==> src/rtl/opnd_agu_pkg.sv <==
package opnd_agu_pkg;
   typedef enum logic [2:0] {
      AM_IMM     = 3'd0,
      AM_REG     = 3'd1,
      AM_ABS     = 3'd2,
      AM_IND     = 3'd3,
      AM_POSTINC = 3'd4,
      AM_PREDEC  = 3'd5,
      AM_DISP    = 3'd6,
      AM_INDEX   = 3'd7
   } am_e;
endpackage

==> src/rtl/opnd_agu_regfile.sv <==
module opnd_agu_regfile #(
   parameter int ADDR_W = 16,
   parameter int NREG   = 8,
   localparam int SEL_W = $clog2(NREG)
) (
   input  logic              clk,
   input  logic              rst_n,
   input  logic              ld_en,
   input  logic [SEL_W-1:0]  ld_sel,
   input  logic [ADDR_W-1:0] ld_data,
   input  logic              up_en,
   input  logic [SEL_W-1:0]  up_sel,
   input  logic [ADDR_W-1:0] up_data,
   input  logic [SEL_W-1:0]  rd_a_sel,
   input  logic [SEL_W-1:0]  rd_b_sel,
   output logic [ADDR_W-1:0] rd_a,
   output logic [ADDR_W-1:0] rd_b
);
   logic [ADDR_W-1:0] regs_q [NREG];

   for (genvar g = 0; g < NREG; g++) begin : g_reg
      always_ff @(posedge clk or negedge rst_n) begin
         if (!rst_n)
            regs_q[g] <= '0;
         else if (up_en && up_sel == SEL_W'(g))
            regs_q[g] <= up_data;
         else if (ld_en && ld_sel == SEL_W'(g))
            regs_q[g] <= ld_data;
      end
   end

   assign rd_a = regs_q[rd_a_sel];
   assign rd_b = regs_q[rd_b_sel];

   AST_UPDATE_WINS: assert property (@(posedge clk) disable iff (!rst_n)
      (up_en && ld_en && up_sel == ld_sel) |=> (regs_q[$past(up_sel)] == $past(up_data)));
endmodule

==> src/rtl/opnd_agu_calc.sv <==
module opnd_agu_calc
   import opnd_agu_pkg::*;
#(
   parameter int ADDR_W      = 16,
   parameter int DISP_W      = 8,
   parameter int STEP        = 2,
   parameter bit DISP_SIGNED = 1'b1
) (
   input  am_e               mode,
   input  logic [ADDR_W-1:0] base_val,
   input  logic [ADDR_W-1:0] idx_val,
   input  logic [DISP_W-1:0] disp,
   input  logic [ADDR_W-1:0] abs_addr,
   output logic [ADDR_W-1:0] ea,
   output logic              is_mem,
   output logic              upd,
   output logic [ADDR_W-1:0] upd_val
);
   localparam logic [ADDR_W-1:0] STEP_V = ADDR_W'(STEP);

   logic [ADDR_W-1:0] disp_ext;
   logic [ADDR_W-1:0] base_inc, base_dec;

   if (DISP_SIGNED) begin : g_sext
      assign disp_ext = {{(ADDR_W-DISP_W){disp[DISP_W-1]}}, disp};
   end else begin : g_zext
      assign disp_ext = {{(ADDR_W-DISP_W){1'b0}}, disp};
   end

   assign base_inc = base_val + STEP_V;
   assign base_dec = base_val - STEP_V;

   always_comb begin
      ea      = '0;
      is_mem  = 1'b1;
      upd     = 1'b0;
      upd_val = base_val;
      unique case (mode)
         AM_IMM, AM_REG: is_mem = 1'b0;
         AM_ABS:         ea = abs_addr;
         AM_IND:         ea = base_val;
         AM_POSTINC: begin
            ea      = base_val;
            upd     = 1'b1;
            upd_val = base_inc;
         end
         AM_PREDEC: begin
            ea      = base_dec;
            upd     = 1'b1;
            upd_val = base_dec;
         end
         AM_DISP:        ea = base_val + disp_ext;
         AM_INDEX:       ea = base_val + idx_val + disp_ext;
         default:        is_mem = 1'b0;
      endcase
   end
endmodule

==> src/rtl/opnd_agu.sv <==
module opnd_agu
   import opnd_agu_pkg::*;
#(
   parameter int ADDR_W      = 16,
   parameter int NREG        = 8,
   parameter int DISP_W      = 8,
   parameter int STEP        = 2,
   parameter bit DISP_SIGNED = 1'b1,
   localparam int SEL_W      = $clog2(NREG)
) (
   input  logic              clk,
   input  logic              rst_n,
   input  logic              ld_en,
   input  logic [SEL_W-1:0]  ld_sel,
   input  logic [ADDR_W-1:0] ld_addr,
   input  logic              req_valid,
   input  logic [2:0]        req_mode,
   input  logic [SEL_W-1:0]  req_base,
   input  logic [SEL_W-1:0]  req_index,
   input  logic [DISP_W-1:0] req_disp,
   input  logic [ADDR_W-1:0] req_abs,
   output logic              res_valid,
   output logic [ADDR_W-1:0] res_ea,
   output logic              res_mem,
   output logic              wb_valid,
   output logic [SEL_W-1:0]  wb_sel,
   output logic [ADDR_W-1:0] wb_addr
);
   if (ADDR_W < 4)                     begin : g_chk_aw   $error("ADDR_W too small"); end
   if (NREG < 2 || (1 << SEL_W) != NREG) begin : g_chk_nr $error("NREG must be a power of two >= 2"); end
   if (DISP_W < 1 || DISP_W >= ADDR_W) begin : g_chk_dw   $error("DISP_W must be 1..ADDR_W-1"); end
   if (STEP < 1)                       begin : g_chk_st   $error("STEP must be positive"); end

   logic [ADDR_W-1:0] base_val, idx_val, ea_c, upd_val_c;
   logic              mem_c, upd_c;
   am_e               mode_c, mode_q;

   assign mode_c = am_e'(req_mode);

   opnd_agu_regfile #(.ADDR_W(ADDR_W), .NREG(NREG)) u_rf (
      .clk      (clk),
      .rst_n    (rst_n),
      .ld_en    (ld_en),
      .ld_sel   (ld_sel),
      .ld_data  (ld_addr),
      .up_en    (req_valid && upd_c),
      .up_sel   (req_base),
      .up_data  (upd_val_c),
      .rd_a_sel (req_base),
      .rd_b_sel (req_index),
      .rd_a     (base_val),
      .rd_b     (idx_val)
   );

   opnd_agu_calc #(.ADDR_W(ADDR_W), .DISP_W(DISP_W), .STEP(STEP),
                   .DISP_SIGNED(DISP_SIGNED)) u_calc (
      .mode     (mode_c),
      .base_val (base_val),
      .idx_val  (idx_val),
      .disp     (req_disp),
      .abs_addr (req_abs),
      .ea       (ea_c),
      .is_mem   (mem_c),
      .upd      (upd_c),
      .upd_val  (upd_val_c)
   );

   always_ff @(posedge clk or negedge rst_n) begin
      if (!rst_n) begin
         res_valid <= 1'b0;
         res_ea    <= '0;
         res_mem   <= 1'b0;
         mode_q    <= AM_IMM;
         wb_valid  <= 1'b0;
         wb_sel    <= '0;
         wb_addr   <= '0;
      end else begin
         res_valid <= req_valid;
         wb_valid  <= req_valid && upd_c;
         if (req_valid) begin
            res_ea  <= ea_c;
            res_mem <= mem_c;
            mode_q  <= mode_c;
            wb_sel  <= req_base;
            wb_addr <= upd_val_c;
         end
      end
   end

   AST_IDLE_QUIET: assert property (@(posedge clk) disable iff (!rst_n)
      !req_valid |=> (!res_valid && !wb_valid));
   AST_NONMEM_ZERO: assert property (@(posedge clk) disable iff (!rst_n)
      (res_valid && !res_mem) |-> (res_ea == '0 && !wb_valid));
   AST_POSTINC_STEP: assert property (@(posedge clk) disable iff (!rst_n)
      (wb_valid && mode_q == AM_POSTINC) |-> (wb_addr == res_ea + ADDR_W'(STEP)));
   AST_PREDEC_SAME: assert property (@(posedge clk) disable iff (!rst_n)
      (wb_valid && mode_q == AM_PREDEC) |-> (wb_addr == res_ea));
   AST_WB_WITH_RES: assert property (@(posedge clk) disable iff (!rst_n)
      wb_valid |-> (res_valid && res_mem));
endmodule

==> config.mk <==
export PLATFORM = sky130hd
export DESIGN_NAME = opnd_agu
export DESIGN_NICKNAME = d
export VERILOG_FILES = /design/src/rtl/opnd_agu_pkg.sv /design/src/rtl/opnd_agu_regfile.sv /design/src/rtl/opnd_agu_calc.sv /design/src/rtl/opnd_agu.sv
export SDC_FILE = /design/constraint.sdc
export NUM_CORES = 1
export LEC_CHECK = 0
export BUFFER_PORTS_ARGS = -buffer_cell sky130_fd_sc_hd__buf_2
export CELL_PAD_IN_SITES_DETAIL_PLACEMENT = 1
export CELL_PAD_IN_SITES_GLOBAL_PLACEMENT = 2
export CORE_ASPECT_RATIO = 0.9
export CORE_MARGIN = 4
export CORE_UTILIZATION = 36
export DETAILED_ROUTE_END_ITERATION = 8
export PLACE_DENSITY = 0.83
export SYNTH_ARGS = -nofsm -noshare
export SYNTH_HDL_FRONTEND = slang
export SYNTH_SLANG_ARGS = --single-unit
==> constraint.sdc <==
create_clock -name clk -period 4.25 [get_ports clk]
set_clock_uncertainty 0.1 [all_clocks]
set_input_delay 0.6375 -clock clk [delete_from_list [all_inputs] [get_ports clk]]
set_output_delay 0.6375 -clock clk [all_outputs]
set_load 0.05 [all_outputs]
==> results of run 1 <==
==> per-stage QoR <==
stage	cell area [µm²]	cells	power, mW
6_report	15010	1912	8.635
3_3_place_gp	14380	1880	6.748
4_1_cts	14970	1912	8.580
5_1_grt	15010	1912	9.145
2_1_floorplan	12540	1261	5.209
3_5_place_dp	14380	1880	6.913
==> cell type report <==
type | count | area, µm²
Clock inverter | 14 | 153.9
Clock buffer | 18 | 439.2
Fill cell | 3905 | 19020
Tap cell | 462 | 578.1
Multi-Input combinational cell | 980 | 7901
Timing Repair Buffer | 247 | 1678
Inverter | 25 | 106.4
Sequential cell | 166 | 4154
==> logic make-up (layout without fill, tap and decap cells) <==
logic type      Yosys count  count (layout)  synth area share [%]
mux                     237             237                 25.76
simple gates            344             344                 12.76
flops                   166             166                 33.36
buf+inv                 115             304                 4.019
xor+xnor                 52              52                 3.838
fa+ha+maj                48              48                 5.848
compound gates          299             299                 14.41
==> power by group <==
group	leakage [nW]	total, mW	switching, mW	internal (mW)
sequential	1.99	2.37	0.373	2.00
clock	0.288	1.61	0.807	0.804
combinational	4.30	4.65	2.57	2.09
total	6.58	8.63	3.75	4.89
==> cells in the final DEF (no fill, tap or decap), types with 5 or more instances in the layout <==
cell type  netlist  layout
mux2i_1         89      88
inv_1           22      21
o211ai_1         7       7
ha_1            31      30
buf_2            8      92
dfrtp_1        166     166
nor3_1          20      17
a21oi_1        103     103
nand3_1         18      18
a221oi_1         7       5
and3_1           7       7
xnor2_1         41      41
xor2_1           8       8
nor2_1         115     111
mux2_2          89      89
o21ai_1         20      23
nand2_1        116     113
nand4_1         10      10
a21o_1          10      10
mux4_2          52      52
nand2b_1         9       9
or3_1            6       6
a22oi_1          6       6
a211oi_1         7       5
buf_4            2     150
nor2b_1         15      15
o2bb2ai_1        6       6
fa_1            17      16
o21ai_0         83      80
a31oi_1          6       6
clkbuf_16        0      17
o22ai_1          7       7
==> routing by layer <==
metal,wire [µm],vias to the layer above
li1,-,4962
met1,21470,5841
met2,22630,381
met3,2591,103
met4,1730,0
met5,0,-
==> registers in the layout, summed over array words and instances, names as in the netlist <==
register and flops:
wb_addr 16, res_ea 16, res_mem 1, wb_sel 3, u_rf.regs_q 128, wb_valid 1
res_valid 1
==> timing repair <==
item                       CTS  global route
setup endpoints to repair    1             6
resized for setup            1             8
pin swaps                    0             2
hold endpoints to repair     0             0
==> path summary, 6_finish.rpt <==
| check | start | endpoint | slack [ps] | cells past startpoint |
|---|---|---|---|---|
| max | req_base[0] | res_ea[12]$_DFFE_PN0P_ | 200 | 15 |
| min | rst_n | u_rf.regs_q[112]$_DFFE_PN0P_ | 30 | 1 |
| max reg2reg | u_rf.regs_q[113]$_DFFE_PN0P_ | res_ea[15]$_DFFE_PN0P_ | 290 | 14 |
| min reg2reg | res_mem$_DFFE_PN0P_ | res_mem$_DFFE_PN0P_ | 390 | 1 |
| max in group asynchronous | rst_n | u_rf.regs_q[67]$_DFFE_PN0P_ | 2990 | 2 |
| min in group clk | res_mem$_DFFE_PN0P_ | res_mem$_DFFE_PN0P_ | 390 | 1 |
==> impl_metrics.csv, run 1 <==
group,metric,value,unit
clocking,cts.sink_count,166,
drt,dr.pass1.iters,5,
grt,grt_pass1_wl,73860,µm
synth,synth_commonest_cells,"166 x dfrtp_1, 116 x nand2_1, 115 x nor2_1",
timing,rsz0062_at_grt,"no",
place,io_buffers,93,
drt,vias,11290,
worst_setup_path,critPathRequiredTime,4490,ps
place,routabilityCongestion,0.9141,
synth,ys_ff_latch,166,
timing,setup_violations,0,
floorplanning,die_w,204.0,µm
synth,ys_types,80,
drt,detail-route-antenna-nets,0,
clocking,numCtsBuffers,17,
layout,drive_above_1_share,32.28,%
floorplanning,die-area,0.03763,mm²
min_path,hp-class,"input port to asynchronous set/reset pin",
power,cellPowerDensity,575.3,mW/mm²
flow_run,drv_cap,0,
timing,fmax,0.2471,GHz
synth,ys_top_cells_by_area,"dfrtp_1 33%, mux4_2 9.4%, mux2_2 8.0%",
synth,synth_edf_count,0,
timing,slew_viol_final,0,
timing,setup_ws,203.4,ps
power,vdd_ir_drop_max,0.0003304,V
synth,async_flop_share,100.0,%
synth,yosys_warnings,0,
drt,routed_wl,48420,µm
clocking,postCtsSetupRepairBufs,0,
grt,grtUsageMet1,35.37,%
synth,syn-cell-area,0.01245,mm²
layout,syn_to_final_growth,20.55,%
floorplanning,start_util,36.59,%
worst_setup_path,end_kind,"register",
clocking,clk_latency,450,ps
synth,avgSynthCellArea,9.875,µm²
worst_setup_path,critical_path_class,"input port to register",
synth,synth_top_area_share,33.36,%
grt,use_met3,3.607,%
clocking,clk_path_buf_depth,2,
place,pre_cts_ws,-518.6,ps
timing,slew_headroom,23.73,%
clocking,clk_pin_slew,80,ps
drt,drc_errors,0,
run_status,status,"completed",
clocking,htreeDepth,4,
grt,grt_max_degree,52,
grt,grt_pass1_vias,11810,
grt,grt_use_total,25.68,%
layout,antenna_cells,0,
grt,antenna_found_initial,1,
timing,finalSetupTns,0,ps
worst_setup_path,cp_top_family,"compound AO/OA/AOI/OAI gates",
power,p_leak,6.583,nW
grt,grt_overflow,0,
worst_setup_path,crit_buf_inv,2,
layout,final_core_util,44.11,%
timing,finalHoldViolations,0,
clocking,hold_buffers,0,
timing,tightestPinTransition,1136,ps
grt,grt_most_used_layer,"met2",
worst_setup_path,slowest_stage,"mux4_2",
worst_setup_path,path_cells,"buf_2 -> buf_4 -> mux4_2 -> nand2_1 -> nand2_2 -> ha_1 -> fa_1 -> a21o_1 -> a221oi_2 -> o2bb2ai_1 -> o21ai_0 -> o22ai_1 -> xor2_1 -> nor3_1 -> o32a_1",
timing,period_needed,4047,ps
drt,first_iter_violations,922,
floorplanning,die_height,184.4,µm
worst_setup_path,critPathMaxFanout,4,
synth,syn_inst,1261,
floorplanning,fp-row-count,64,
worst_setup_path,critical_path_arrival,4280,ps
drt,wl_per_cell,25.32,µm
place,dpl.hpwl,35070,µm
grt,grtUsageMet2,41.83,%
floorplanning,fp.coreArea,0.03403,mm²
clocking,cts_tree,"done",
synth,synthFlopType,"dfrtp_1",
worst_setup_path,critPathLaunchType,"input port",
synth,yosysSeqAreaShare,33.36,%
timing,post-route-period-util,95.21,%
synth,synth.most_common_cell,"dfrtp_1",
worst_setup_path,max_stage_delay,510,ps
synth,synth.largest_area_cell,"dfrtp_1",
timing,whs,31.47,ps
layout,fin_nets,1541,
drt,viasPerCell,5.903,
floorplanning,ios,94,
synth,syn-num-nets,1365,
clocking,cts_root_buf,"clkbuf_16",
(Power assumes the default switching activity.)
==> run 2, diff against run 1 <==
BUFFER_PORTS_ARGS = -buffer_cell sky130_fd_sc_hd__buf_4   (was -buffer_cell sky130_fd_sc_hd__buf_2)
==> impl_metrics.csv, run 2 (synthesis gave the netlist of run 1 again) <==
group,metric,value,unit
grt,grt_use_total,26.06,%
floorplanning,ios,94,
power,vdd_ir_drop_max,0.0002607,V
drt,vias,11370,
drt,first_iter_violations,919,
power,cellPowerDensity,577.5,mW/mm²
worst_setup_path,critPathMaxFanout,3,
layout,fin_nets,1545,
drt,drc_errors,0,
drt,viasPerCell,5.935,
place,io_buffers,93,
drt,dr.pass1.iters,5,
power,finalPower,8.788,mW
timing,slew_viol_final,0,
worst_setup_path,critical_path_arrival,4390,ps
floorplanning,start_util,36.59,%
timing,tightestPinTransition,1210,ps
worst_setup_path,critical_path_class,"register to register",
floorplanning,fp.coreArea,0.03403,mm²
layout,final_cell_mix,"247 x buf_4, 166 x dfrtp_1, 114 x nand2_1",
timing,fmax,0.2411,GHz
clocking,clk_latency,460,ps
layout,drive_above_1_share,32.26,%
worst_setup_path,cp_top_family,"compound AO/OA/AOI/OAI gates",
layout,final_core_util,44.71,%
layout,syn_to_final_growth,22.20,%
floorplanning,die_height,184.4,µm
drt,detail-route-antenna-nets,0,
worst_setup_path,max_stage_delay,480,ps
layout,antenna_cells,0,
timing,slew_headroom,18.91,%
clocking,hold_buffers,0,
timing,period_needed,4148,ps
worst_setup_path,critPathRequiredTime,4490,ps
clocking,cts_tree,"done",
clocking,numCtsBuffers,17,
grt,grt_max_degree,77,
grt,grt_pass1_wl,74840,µm
worst_setup_path,cp-startpoint,"u_rf.regs_q[19]$_DFFE_PN0P_",
timing,post-route-period-util,97.61,%
drt,wl_per_cell,25.52,µm
floorplanning,die_w,204.0,µm
clocking,cts_root_buf,"clkbuf_16",
place,routabilityCongestion,0.9188,
grt,antenna_found_initial,1,
place,dpl.hpwl,35700,µm
layout,n_fill_cell,3862,
floorplanning,die-area,0.03763,mm²
layout,reg_top3,"u_rf.regs_q: 128 flops, res_ea: 16 flops, wb_addr: 16 flops",
clocking,postCtsSetupRepairBufs,0,
min_path,hp-class,"input port to asynchronous set/reset pin",
clocking,cts.sink_count,166,
timing,finalHoldViolations,0,
drt,routed_wl,48900,µm
grt,grt_pass1_vias,12050,
grt,grt_overflow,0,
layout,top_register,"u_rf.regs_q",
worst_setup_path,crit_buf_inv,1,
layout,final_common_cell,"buf_4",
worst_setup_path,slowest_stage,"or3b_2",
run_status,status,"completed",
worst_setup_path,critPathLaunchType,"register",
power,p_leak,6.655,nW
floorplanning,fp-row-count,64,
worst_setup_path,path_cells,"or3b_2 -> a21oi_1 -> or2_1 -> clkinv_8 -> fa_1 -> ha_1 -> a211oi_2 -> o21ai_1 -> a21o_1 -> a41o_1 -> o41ai_2 -> xnor2_1 -> o21ai_1 -> o22a_1",
flow_run,drv_cap,0,
clocking,clk_path_buf_depth,2,
layout,largest_register_ffs,128,
clocking,htreeDepth,4,
worst_setup_path,path_common_cell,"o21ai_1",
worst_setup_path,r2r_start,"u_rf.regs_q[19]$_DFFE_PN0P_",
timing,setup_violations,0,
clocking,clk_pin_slew,80,ps
worst_setup_path,end_kind,"register",
## run 2: cell types whose count changed in the layout (fill, tap and decap cells not counted), sizes merged
| cell | delta |
|---|---|
| clkbuf | -1 |
| inv | +2 |
| buf | +4 |
| clkinv | -2 |
| clkinvlp | +1 |
## run 2: layout make-up
class                           count  area, µm²  share of cell area [%]
Multi-Input combinational cell    980       7878                   51.77
Sequential cell                   166       4154                   27.30
Timing Repair Buffer              251       1917                   12.60
Tap cell                          462      578.1                   3.799
Clock buffer                       17      425.4                   2.796
Clock inverter                     15      157.7                   1.036
Inverter                           25      106.4                  0.6990
## run 2: repair_timing
item	4_1_cts	5_1_grt
pin swaps	0	0
endpoints found under the setup margin	1	5
resized for setup	2	5
## run 2: worst paths after layout
path / endpoint / slack, ps / depth (start not counted)
max reg2reg: res_ea[15]$_DFFE_PN0P_ / 100 / 14
max in group asynchronous: u_rf.regs_q[119]$_DFFE_PN0P_ / 2930 / 2
min in group clk: wb_addr[6]$_DFFE_PN0P_ / 390 / 2
max: res_ea[15]$_DFFE_PN0P_ / 100 / 14
min reg2reg: wb_addr[6]$_DFFE_PN0P_ / 390 / 2
min: wb_addr[4]$_DFFE_PN0P_ / 100 / 1
## run 2: worst register-to-register path, stage by stage (launching register included)
cell and delay [ps]:
dfrtp_1 420, or3b_2 490, a21oi_1 280, or2_1 290, clkinv_8 70, fa_1 460
ha_1 340, a211oi_2 290, o21ai_1 140, a21o_1 220, a41o_1 210, o41ai_2 320
xnor2_1 170, o21ai_1 70, o22a_1 170
## run 2: per-layer routing
layer / share of wire, % / track usage [%] / vias up
met2: 48 / 43.68 / 400
met1: 44 / 35.45 / 5917
met3: 5.7 / 4.346 / 74
met5: 0.022 / 0 / -
li1: - / - / 4978
met4: 2.3 / 6.672 / 2
## run 2: metrics by stage
stage	setup TNS (ps)	worst slack [ps]	cell area (µm²)	hold slack [ps]	instances
after global routing	-28.53	-28.53	15220	156.0	1916
final	0	101.7	15220	104.9	1916
after floorplan	-82.24	-82.24	12540	241.9	1261
after CTS	0	31.46	15200	135.0	1916
after detailed placement	-2428	-525.6	14620	374.5	1884
after global placement	-1413	-380.7	14620	367.8	1884
## run 2: power breakdown
| group | internal (mW) | total (mW) | switching (mW) |
|---|---|---|---|
| combinational | 2.20 | 4.81 | 2.61 |
| sequential | 2.00 | 2.38 | 0.382 |
| clock | 0.787 | 1.60 | 0.817 |
| total | 4.98 | 8.79 | 3.80 |
